==> src/rtl/rxf_frame_fifo.sv <==
module rxf_frame_fifo #(
    parameter int DEPTH = 16,
    parameter int TRAIL = 4,
    localparam int AW   = $clog2(DEPTH)
) (
    input  logic         clk,
    input  logic         rst_n,
    input  logic         wr_i,
    input  logic [7:0]   wr_data_i,
    input  logic         fin_good_i,
    input  logic         fin_bad_i,
    input  logic         rd_en_i,
    output logic [7:0]   rd_data_o,
    output logic         avail_o,
    output logic         full_o
);
    localparam logic [AW:0] DEPTH_P = (AW+1)'(DEPTH);
    localparam logic [AW:0] TRAIL_P = (AW+1)'(TRAIL);

    typedef struct packed {
        logic [AW:0] wptr;
        logic [AW:0] cptr;
        logic [AW:0] rptr;
    } ptr_t;

    ptr_t        p_d, p_q;
    logic [7:0]  mem [DEPTH];
    logic [AW:0] wnext;

    assign full_o    = (p_q.wptr - p_q.rptr) == DEPTH_P;
    assign avail_o   = p_q.cptr != p_q.rptr;
    assign rd_data_o = mem[p_q.rptr[AW-1:0]];

    always_comb begin
        p_d   = p_q;
        wnext = p_q.wptr + (AW+1)'(wr_i);
        if (rd_en_i && avail_o) p_d.rptr = p_q.rptr + 1'b1;
        if (fin_good_i) begin
            p_d.wptr = wnext - TRAIL_P;
            p_d.cptr = wnext - TRAIL_P;
        end else if (fin_bad_i) begin
            p_d.wptr = p_q.cptr;
        end else begin
            p_d.wptr = wnext;
        end
    end

    always_ff @(posedge clk or negedge rst_n) begin
        if (!rst_n) p_q <= '0;
        else        p_q <= p_d;
    end

    always_ff @(posedge clk) begin
        if (wr_i) mem[p_q.wptr[AW-1:0]] <= wr_data_i;
    end


    occ_bound_chk: assert property (@(posedge clk) disable iff (!rst_n)
        (p_q.wptr - p_q.rptr) <= DEPTH_P);

    commit_behind_chk: assert property (@(posedge clk) disable iff (!rst_n)
        (p_q.wptr - p_q.cptr) <= DEPTH_P);

    empty_pop_chk: assert property (@(posedge clk) disable iff (!rst_n)
        (rd_en_i && !avail_o) |=> $stable(p_q.rptr));
endmodule

==> config.mk <==
export PLATFORM = sky130hd
export DESIGN_NAME = rxf_frame_fifo
export DESIGN_NICKNAME = d
export VERILOG_FILES = /design/src/rtl/rxf_frame_fifo.sv
export SDC_FILE = /design/constraint.sdc
export NUM_CORES = 1
export LEC_CHECK = 0
export BUFFER_PORTS_ARGS = -buffer_cell sky130_fd_sc_hd__buf_2
export CAP_MARGIN = 15
export CORE_AREA = 2 2 101 103
export DETAILED_ROUTE_END_ITERATION = 12
export DIE_AREA = 0 0 103 105
export GPL_ROUTABILITY_DRIVEN = 0
export PLACE_DENSITY = 0.78
export SYNTH_ARGS = -nofsm -noshare
export SYNTH_HDL_FRONTEND = slang
export SYNTH_SLANG_ARGS = --single-unit
==> constraint.sdc <==
create_clock -name clk -period 2.3 [get_ports clk]
set_input_delay 0.345 -clock clk [delete_from_list [all_inputs] [get_ports clk]]
set_output_delay 0.345 -clock clk [all_outputs]
set_load 0.05 [all_outputs]
# Word-level counts from Yosys, hierarchy flattened
# Memories as Yosys holds them, arrays and structs flattened.
# Cells that the tools add are included.
# totals
regBits,15
latchBits,0
ram_bits,128
romBits,0
input_bits,14
output_inout_bits,10
memories,1
# op_classes
addsub,4
mul,0
div_mod_pow,0
n_lt_le_gt_ge,0
n_eq_ne,2
shift,0
mux,4
bitwise,0
reduce_logical,1
# memory_table
name,depth,word_bits,rd,rd_ports_with_merged_regs,wr,line,text
mem,16,8,1,0,1,27,logic [7:0] mem [DEPTH];
# ops
cell,n
$mux W5,2
$add A5 B1 Y5,1
$add A5 B1 Y5 const B,1
$eq A5 B5 Y1 const B,1
$ne A5 B5 Y1,1
$sub A5 B3 Y5 const B,1
$sub A5 B5 Y5,1
$mux W1,2
$logic_and A1 B1 Y1,1

# Logic depth before layout (Yosys ltp)
# Gate-level depths: netlist (run 1).
# logic_depth
depth_word,3
depth_mapped,8

# Worst setup path after synthesis (run 1)
# No wires, ideal clock.
# synth_path
path_type,register to output
startpoint,register p_q[1] in the netlist's numbering
endpoint,output full_o
arrival_time_ps,1880
required_ps,1955
setup_slack_ps,75
stages_incl_launch_ff,9
path_cell_list,dfrtp_1 buf_4 buf_2 inv_1 ha_1 nand2b_1 nor3_1 a31oi_1 nor2_1
# synth_via
elab_chain_len,2
# synth_lines
item,line,text
from (decl),26,"ptr_t p_d, p_q;"
from (signal assigned),50,else p_q <= p_d;
$sub A5 B5 Y5,30,assign full_o = (p_q.wptr - p_q.rptr) == DEPTH_P;
$eq A5 B5 Y1,30,
to (decl),15,output logic full_o
# Every way passes these cells.

# Final worst setup path (run 1)
# layout_path
startpoint,register p_q[0] in the netlist's numbering
endpoint,output rd_data_o[5]
# layout_via
elab_chain_len,1
# layout_lines
item,line,text
$mem_v2 Z16 W8,-,
to (decl),13,"output logic [7:0] rd_data_o,"
# Every way passes these cells.

==> results.cfg, run 1 <==
[run_status]
status = finished, violations left
violations = negative setup slack

[logic_synthesis]
synth_cell_types = 28
synth_area_sq_mm = 0.005854
synth_edf_count = 128
ys_ff_latch = 143
synth_area_per_cell_sq_um = 19.13
async_reset_ff_frac = 0.1049
synth.area.top_cells = edfxtp_1 66%, mux4_2 8.1%, dfrtp_1 6.4%
synth_nets = 328
yosys.area.top_type = edfxtp_1
ys.flop_type = edfxtp_1
synth_top_area_share = 0.6566
netlist_instances = 306
ys_seq_area_frac = 0.7207
ys_warn_count = 0

[clocking]
cts_tree = built
cts_max_level = 4
clk_path_buf_depth = 2
clk_pin_slew_ps = 60
cts-root-buf = clkbuf_8
cts_num_sinks = 143
clk_latency_ps = 530
numCtsBuffers = 17

[critical_path]
cp_num_buf_inv = 4
worstPathCellList = buf_6 -> buf_12 -> buf_16 -> mux4_2 -> a22oi_2 -> nand2_1 -> buf_6
critPathTopFamily = buffers and inverters
worstSetupStartpointType = flop
worstPathMaxFanout = 6
slowest_stage = mux4_2
critical-path-max-stage-delay_ps = 530
critPathMostFrequentCell = buf_6
worstPathArrival_ps = 2280
setup.worst_path.class = flop to output port
required_ps = 1960
worstSetupEndpointType = output port

[pwr]
leakagePower_uw = 0.002609
peakVddDrop_uv = 1199
powerDensity_mw_per_mm2 = 1527

[sta]
setup_viol = 10
clock_skew_ps = 9.533
slew_violations = 0
fin_crit_sh = 1.140
timing.final.hold_violations = 0
fmax_mhz = 381.3
slew_headroom = 0.5708
worst_hold_slack_ps = 183.0
period_minus_slack_ps = 2622
setup_slack_ps = -322.5
rsz0062_at_grt = true
tightest_slew_ps = 643.2

[global_routing]
antenna_found_initial = 0
grt_max_degree = 17
track_usage = 0.2910
grt-ovfl-total = 0
grt_pass1_wl_microns = 21570
grt_pass1_vias = 3505

[drt]
drt_first_pass_iters = 5
drt_wl_total_microns = 14330
drtIter0Drc = 255
num_vias = 3340
vias_per_cell = 6.243
remaining_drc_errors = 0
drt-wirelength-per-cell_microns = 26.79
antenna_left = 0

[floorplanning]
ioPinCount = 24
coreArea_sq_mm = 0.009639
chipWidth_microns = 103
initial_core_util = 0.6073
rows = 36
die_h_microns = 105
die-area_sq_mm = 0.01082

[layout]
area_delta_synth_final_pct = 26.99
layout.nets = 411
final_common_cell = edfxtp_1
final_util = 0.7713
layout_common_cells = 128 x edfxtp_1, 37 x buf_4, 32 x mux4_2, 17 x nor2_1, 16 x clkbuf_16
antennaDiodeCount = 0
drive_above_1_share = 0.4478

[placed_design]
portBuffers = 23
hpwl_microns = 7359

[job]
maxCapViolations = 0

[min_path]
hold_path.class = input pin to flop
metal layers:
metal  up-vias  routed length [microns]  GRT usage
met4         0                      441     0.1363
met5         -                        0          0
met3        34                     1171    0.06957
met2       203                     7424     0.4638
li1       1398                        -          -
met1      1705                     5296     0.3771
worst paths after layout:
path	start	endpoint	slack (ps)	cells after the start
worst min-delay path	fin_good_i	p_q[14]	180	2
worst max register to register	p_q[0]	p_q[1]	230	9
min in group asynchronous	rst_n	p_q[4]	270	2
worst max-delay path	p_q[0]	rd_data_o[5]	-320	7
worst min register to register	p_q[4]	p_q[4]	580	1
max in group asynchronous	rst_n	p_q[0]	1720	2
cells in the mapped netlist (all sizes together) (2+ instances only):
master,number
nand3b,2
ha,8
xnor2,5
buf,10
dfrtp,15
nand2b,5
o21ai,6
nor3,6
nand2,13
nor2,20
a21oi,3
a22oi,16
inv,8
mux4,32
nand3,6
mux2,8
xor2,10
edfxtp,128
logic make-up (layout without fill, tap and decap cells):
logic type	count (synthesis)	after routing	synth area share
AO/OA/AOI/OAI	28	28	0.03313
XOR/XNOR	15	15	0.02244
adder cells (fa/ha/maj)	8	8	0.01710
buffers and inverters	19	115	0.01987
flip-flops	143	143	0.7207
multiplexers	40	40	0.1455
AND/OR/NAND/NOR	53	53	0.04125
sequential cells by signal, summed over array words and instances (netlist names):
signal,count
mem,128
p_q,15
area by class of cell:
class | count | area (sq um)
clock buffers | 18 | 417.9
clock inverters | 14 | 212.7
fillers | 500 | 2205
inverters | 8 | 30.03
multi-input cells | 144 | 1632
flip-flops and latches | 143 | 4223
well taps | 133 | 166.4
repair buffers | 75 | 753.2
metrics by stage:
stage	power (uW)	instance area, sq um	setup TNS (ps)	cells	worst slack, ps
4_1_cts	11100	7412	-2068	533	-268.0
6_report	11350	7435	-2372	535	-322.5
2_1_floorplan	5912	5854	0	306	74.91
3_5_place_dp	6843	6299	0	479	158.0
3_3_place_gp	6734	6299	0	479	200.9
5_1_grt	11720	7435	-2901	535	-375.6
where the power goes:
part           total, uW  switching, uW  internal [uW]
Combinational       4970           2670           2290
Clock               2950           1080           1870
Sequential          3440            235           3200
what timing repair did:
action | 4_1_cts | 5_1_grt
pin swaps | 21 | 9
cloned | 5 | 0
resized for setup | 68 | 8
endpoints found under the setup margin | 10 | 10
hold buffers | 1 | 0
endpoints found under the hold margin | 15 | 0
buffers inserted | 16 | 3
Note: power is estimated with default switching activity, not from simulation.
==> inputs of run 2 (changes only) <==
--- a/constraint.sdc
+++ b/constraint.sdc
@@ -3,2 +3,2 @@
 set_output_delay 0.345 -clock clk [all_outputs]
-set_load 0.05 [all_outputs]
+set_load 0.005 [all_outputs]
==> run 2 against run 1 <==
Net effect:
- the run still ends with negative setup slack left
- non-clock buffer count is 7 lower
- maximum frequency is 4.4% higher
- worst setup slack better by 110 ps
- routed wire length fell by 8.9%
- critical path depth decreased by 2
- count of clock-buffer cells in the layout unchanged
==> results.cfg, run 2 (synthesized netlist as in run 1, its figures left out) <==
[critical_path]
critical-path-max-stage-delay_ps = 610
setup.worst_path.class = flop to output port
rrSetupSlack_ps = 480
worstPathMaxFanout = 12
slowest_stage = mux4_1
worstPathArrival_ps = 2170
cp_num_buf_inv = 2
worstPathCellList = buf_12 -> mux4_1 -> a22oi_2 -> nand2_1 -> buf_2
worstSetupEndpointType = output port
worstSetupStartpointType = flop
required_ps = 1960
critPathTopFamily = multiplexers

[run_status]
status = finished, violations left
violations = negative setup slack

[drt]
antenna_left = 0
num_vias = 3249
wl_met2_microns = 6716
vias_per_cell = 6.153
wl_met1_microns = 4923
drt_first_pass_iters = 5
met3RoutedLength_microns = 903
remaining_drc_errors = 0
drt-wirelength-per-cell_microns = 24.73
drtIter0Drc = 312
routed.top_layer = met4
drt_wl_total_microns = 13060

[layout]
layout.nets = 404
antennaDiodeCount = 0
final_common_cell = edfxtp_1
largest_register_ffs = 128
layout_common_cells = 128 x edfxtp_1, 34 x buf_4, 30 x mux4_2, 21 x buf_2, 18 x nor2_1
drive_above_1_share = 0.4177
area_delta_synth_final_pct = 22.53

[pwr]
peakVddDrop_uv = 831.2
leakagePower_uw = 0.002529
powerDensity_mw_per_mm2 = 1356

[floorplanning]
rows = 36
coreArea_sq_mm = 0.009639
die-area_sq_mm = 0.01082
ioPinCount = 24
chipWidth_microns = 103
die_h_microns = 105
initial_core_util = 0.6073

[clocking]
clk_latency_ps = 540
cts_tree = built
cts_max_level = 4
cts_num_sinks = 143
cts-root-buf = clkbuf_8
clk_path_buf_depth = 2
numCtsBuffers = 17
clk_pin_slew_ps = 60

[job]
maxCapViolations = 0

[global_routing]
track_usage = 0.2579
grt_pass1_vias = 3347
grt-ovfl-total = 0
grt_max_degree = 27
grt_pass1_wl_microns = 19170
antenna_found_initial = 0

[sta]
fin_crit_sh = 1.092
tightest_slew_ps = 435.1
clock_skew_ps = 11.99
rsz0062_at_grt = true
setup_viol = 9
fmax_mhz = 398.2
slew_headroom = 0.7077
setup_slack_ps = -211.6
period_minus_slack_ps = 2512
slew_violations = 0
worst_hold_slack_ps = 181.0
timing.final.hold_violations = 0

[min_path]
hold_path.class = input pin to flop

[placed_design]
hpwl_microns = 7383
portBuffers = 23
dp_slack_ps = 259.0
run 2: final timing paths:
kind                            start           end  depth (start not counted)
min in group asynchronous       rst_n        p_q[5]                          2
min reg2reg                    p_q[4]        p_q[4]                          1
max                            p_q[0]  rd_data_o[2]                          5
min                        fin_good_i        p_q[8]                          2
max in group asynchronous       rst_n        p_q[2]                          2
max reg2reg                    p_q[1]        p_q[1]                          7
run 2: final cells by class:
class,count,area (sq um)
multi-input cells,144,1598
clock inverters,14,172.7
fillers,562,2466
flip-flops and latches,143,4224
inverters,8,30.03
clock buffers,18,417.9
well taps,133,166.4
repair buffers,68,564.3
run 2: routing by layer:
layer	vias to the layer above	global-route usage
li1	1383	-
met1	1665	0.3423
met2	156	0.3947
met3	45	0.07960
met4	0	0.1128
met5	-	0
run 2: repair_timing:
action | in CTS | in global routing
gates resized for setup | 24 | 26
hold buffers | 1 | 0
gates cloned | 2 | 0
hold endpoints to repair | 15 | 0
setup endpoints to repair | 9 | 9
buffers inserted | 7 | 7
pin swaps | 2 | 6
run 2: through the flow:
step           power, uW  TNS (ps)  instance area [sq um]    util  instances
5_1_grt            10170     -2298                   7173  0.7442        528
2_1_floorplan       5340         0                   5854       -        306
4_1_cts             9309     -1589                   7029  0.7292        521
3_3_place_gp        6090         0                   6274  0.6508        479
6_report            9729     -1526                   7173  0.7442        528
3_5_place_dp        6174         0                   6274  0.6508        479
run 2: power breakdown:
group          internal (uW)  switching [uW]
registers               3210             247
logic                   1810            1740
clock network           1740             989
==> inputs of run 3 (changes only) <==
==> constraint.sdc (replaced) <==
create_clock -name clk -period 2.3 [get_ports clk]
set_input_delay 0.23 -clock clk [delete_from_list [all_inputs] [get_ports clk]]
set_output_delay 0.23 -clock clk [all_outputs]
set_load 0.005 [all_outputs]
==> run 3 against run 2 <==
Net effect:
- the flow still finishes with violations (negative setup slack)
- total power is 5.7% lower
- clock power is 8.8% lower
- sequential power hardly changed
- critical path depth is 1 higher
- highest routed layer unchanged
==> results.cfg, run 3 (synthesized netlist as in run 1, its figures left out) <==
[critical_path]
worstPathArrival_ps = 2160
slowest_stage = mux4_2
worstSetupStartpointType = flop
worstPathCellList = buf_6 -> buf_12 -> mux4_2 -> a22oi_2 -> nand2_1 -> buf_2
critical-path-max-stage-delay_ps = 500
required_ps = 2070
setup.worst_path.class = flop to output port
worstSetupEndpointType = output port
worstPathMaxFanout = 6

[pwr]
seqPwrFrac = 0.376
pwr-share-comb = 0.352
leakagePower_uw = 0.002447
powerDensity_mw_per_mm2 = 1314
internal_power_uw = 6331
peakVddDrop_uv = 698.4
p_sw_frac = 0.3102
switching_power_uw = 2847
p_clk_frac = 0.272

[sta]
timing.final.hold_violations = 0
worst_hold_slack_ps = 77.75
setup_viol = 6
clock_skew_ps = 12.49
setup_slack_ps = -91.73
slew_headroom = 0.7387
fin_crit_sh = 1.040
fmax_mhz = 418.1
slew_violations = 0
rsz0062_at_grt = true
period_minus_slack_ps = 2392
tightest_slew_ps = 392.0

[clocking]
cts-root-buf = clkbuf_8
clk_pin_slew_ps = 60
clk_latency_ps = 520
clk_path_buf_depth = 2
cts_tree = built
cts_num_sinks = 143
numCtsBuffers = 17
cts_max_level = 4

[drt]
remaining_drc_errors = 0
drt_first_pass_iters = 4
num_vias = 3118
drt-wirelength-per-cell_microns = 23.66
antenna_left = 0
vias_per_cell = 6.008
drtIter0Drc = 281
drt_wl_total_microns = 12280

[run_status]
violations = negative setup slack
status = finished, violations left

[layout]
area_delta_synth_final_pct = 19.34
largest_register_ffs = 128
antennaDiodeCount = 0
final_common_cell = edfxtp_1
layout.nets = 395
layout_common_cells = 128 x edfxtp_1, 32 x mux4_2, 27 x buf_4, 23 x buf_2, 19 x nor2_1
final_util = 0.7248
final_cell_area_sq_mm = 0.006987
drive_above_1_share = 0.3756

[placed_design]
placed_area_sq_mm = 0.006274
dp_slack_ps = 356.9
hpwl_microns = 7274
portBuffers = 23

[floorplanning]
rows = 36
die_h_microns = 105
chipWidth_microns = 103
coreArea_sq_mm = 0.009639
die-area_sq_mm = 0.01082
ioPinCount = 24
initial_core_util = 0.6073

[global_routing]
grt_pass1_wl_microns = 18600
grt_max_degree = 27
antenna_found_initial = 0
grt_pass1_vias = 3235
track_usage = 0.2502
grt-ovfl-total = 0

[job]
maxCapViolations = 0

[min_path]
hold_path.class = input pin to flop
## run 3: changes by cell type in the layout (fill, tap and decap cells not counted), sizes merged
cell | before | now
bufinv | 4 | 2
clkinvlp | 1 | 2
inv | 8 | 9
buf | 67 | 58
## run 3: final timing paths
| kind | start | end | slack, ps | cells after the start |
|---|---|---|---|---|
| min in group asynchronous | rst_n | p_q[5] | 140 | 2 |
| min | fin_good_i | p_q[8] | 80 | 2 |
| min reg2reg | p_q[4] | p_q[4] | 560 | 1 |
| max in group asynchronous | rst_n | p_q[13] | 1880 | 2 |
| max reg2reg | p_q[0] | p_q[1] | 400 | 7 |
| max | p_q[0] | rd_data_o[3] | -90 | 6 |
## run 3: layer usage
metal,part of all wire,global-route usage,vias to the layer above
met5,0,0,-
met4,0.024,0.1006,0
met3,0.084,0.07291,29
met2,0.50,0.3776,167
met1,0.39,0.3453,1565
li1,-,-,1357
## run 3: timing repair
item / CTS / global route
setup endpoints to repair: 9 / 10
hold buffers: 1 / 0
endpoints found under the hold margin: 15 / 0
cloned: 3 / 0
resized for setup: 31 / 6
setup buffers: 6 / 0
pin swaps: 18 / 6
## run 3: power by group through the flow
stage,combinational (uW),sequential (uW),clock (uW)
global placement,2630,3470,0
detailed placement,2690,3480,0
floorplan,1970,3370,0
finish,3230,3450,2490
CTS,3230,3440,2520
global route,3510,3480,2650
## run 3: final cells by class
type	instances	area, sq um
inverters	8	30.03
well taps	133	166.4
flip-flops and latches	143	4222
repair buffers	59	476.7
clock inverters	14	123.9
multi-input cells	144	1550
clock buffers	18	417.9
fillers	581	2653
## run 3: per-stage QoR
stage	TNS [ps]	total power, uW	cells
after global routing	-1200	9641	519
after floorplan	0	5340	306
after detailed placement	0	6169	479
final	-425.8	9177	519
after CTS	-506.0	9186	520
after global placement	0	6093	479
## run 3: worst max-delay path: cells and delay by family, from the launching register on
| kind | cells | cell delay, ps |
|---|---|---|
| and+or+nand+nor | 1 | 120 |
| buffers and inverters | 3 | 410 |
| DFF | 1 | 410 |
| muxes | 1 | 500 |
| AOI/OAI and AO/OA | 1 | 180 |
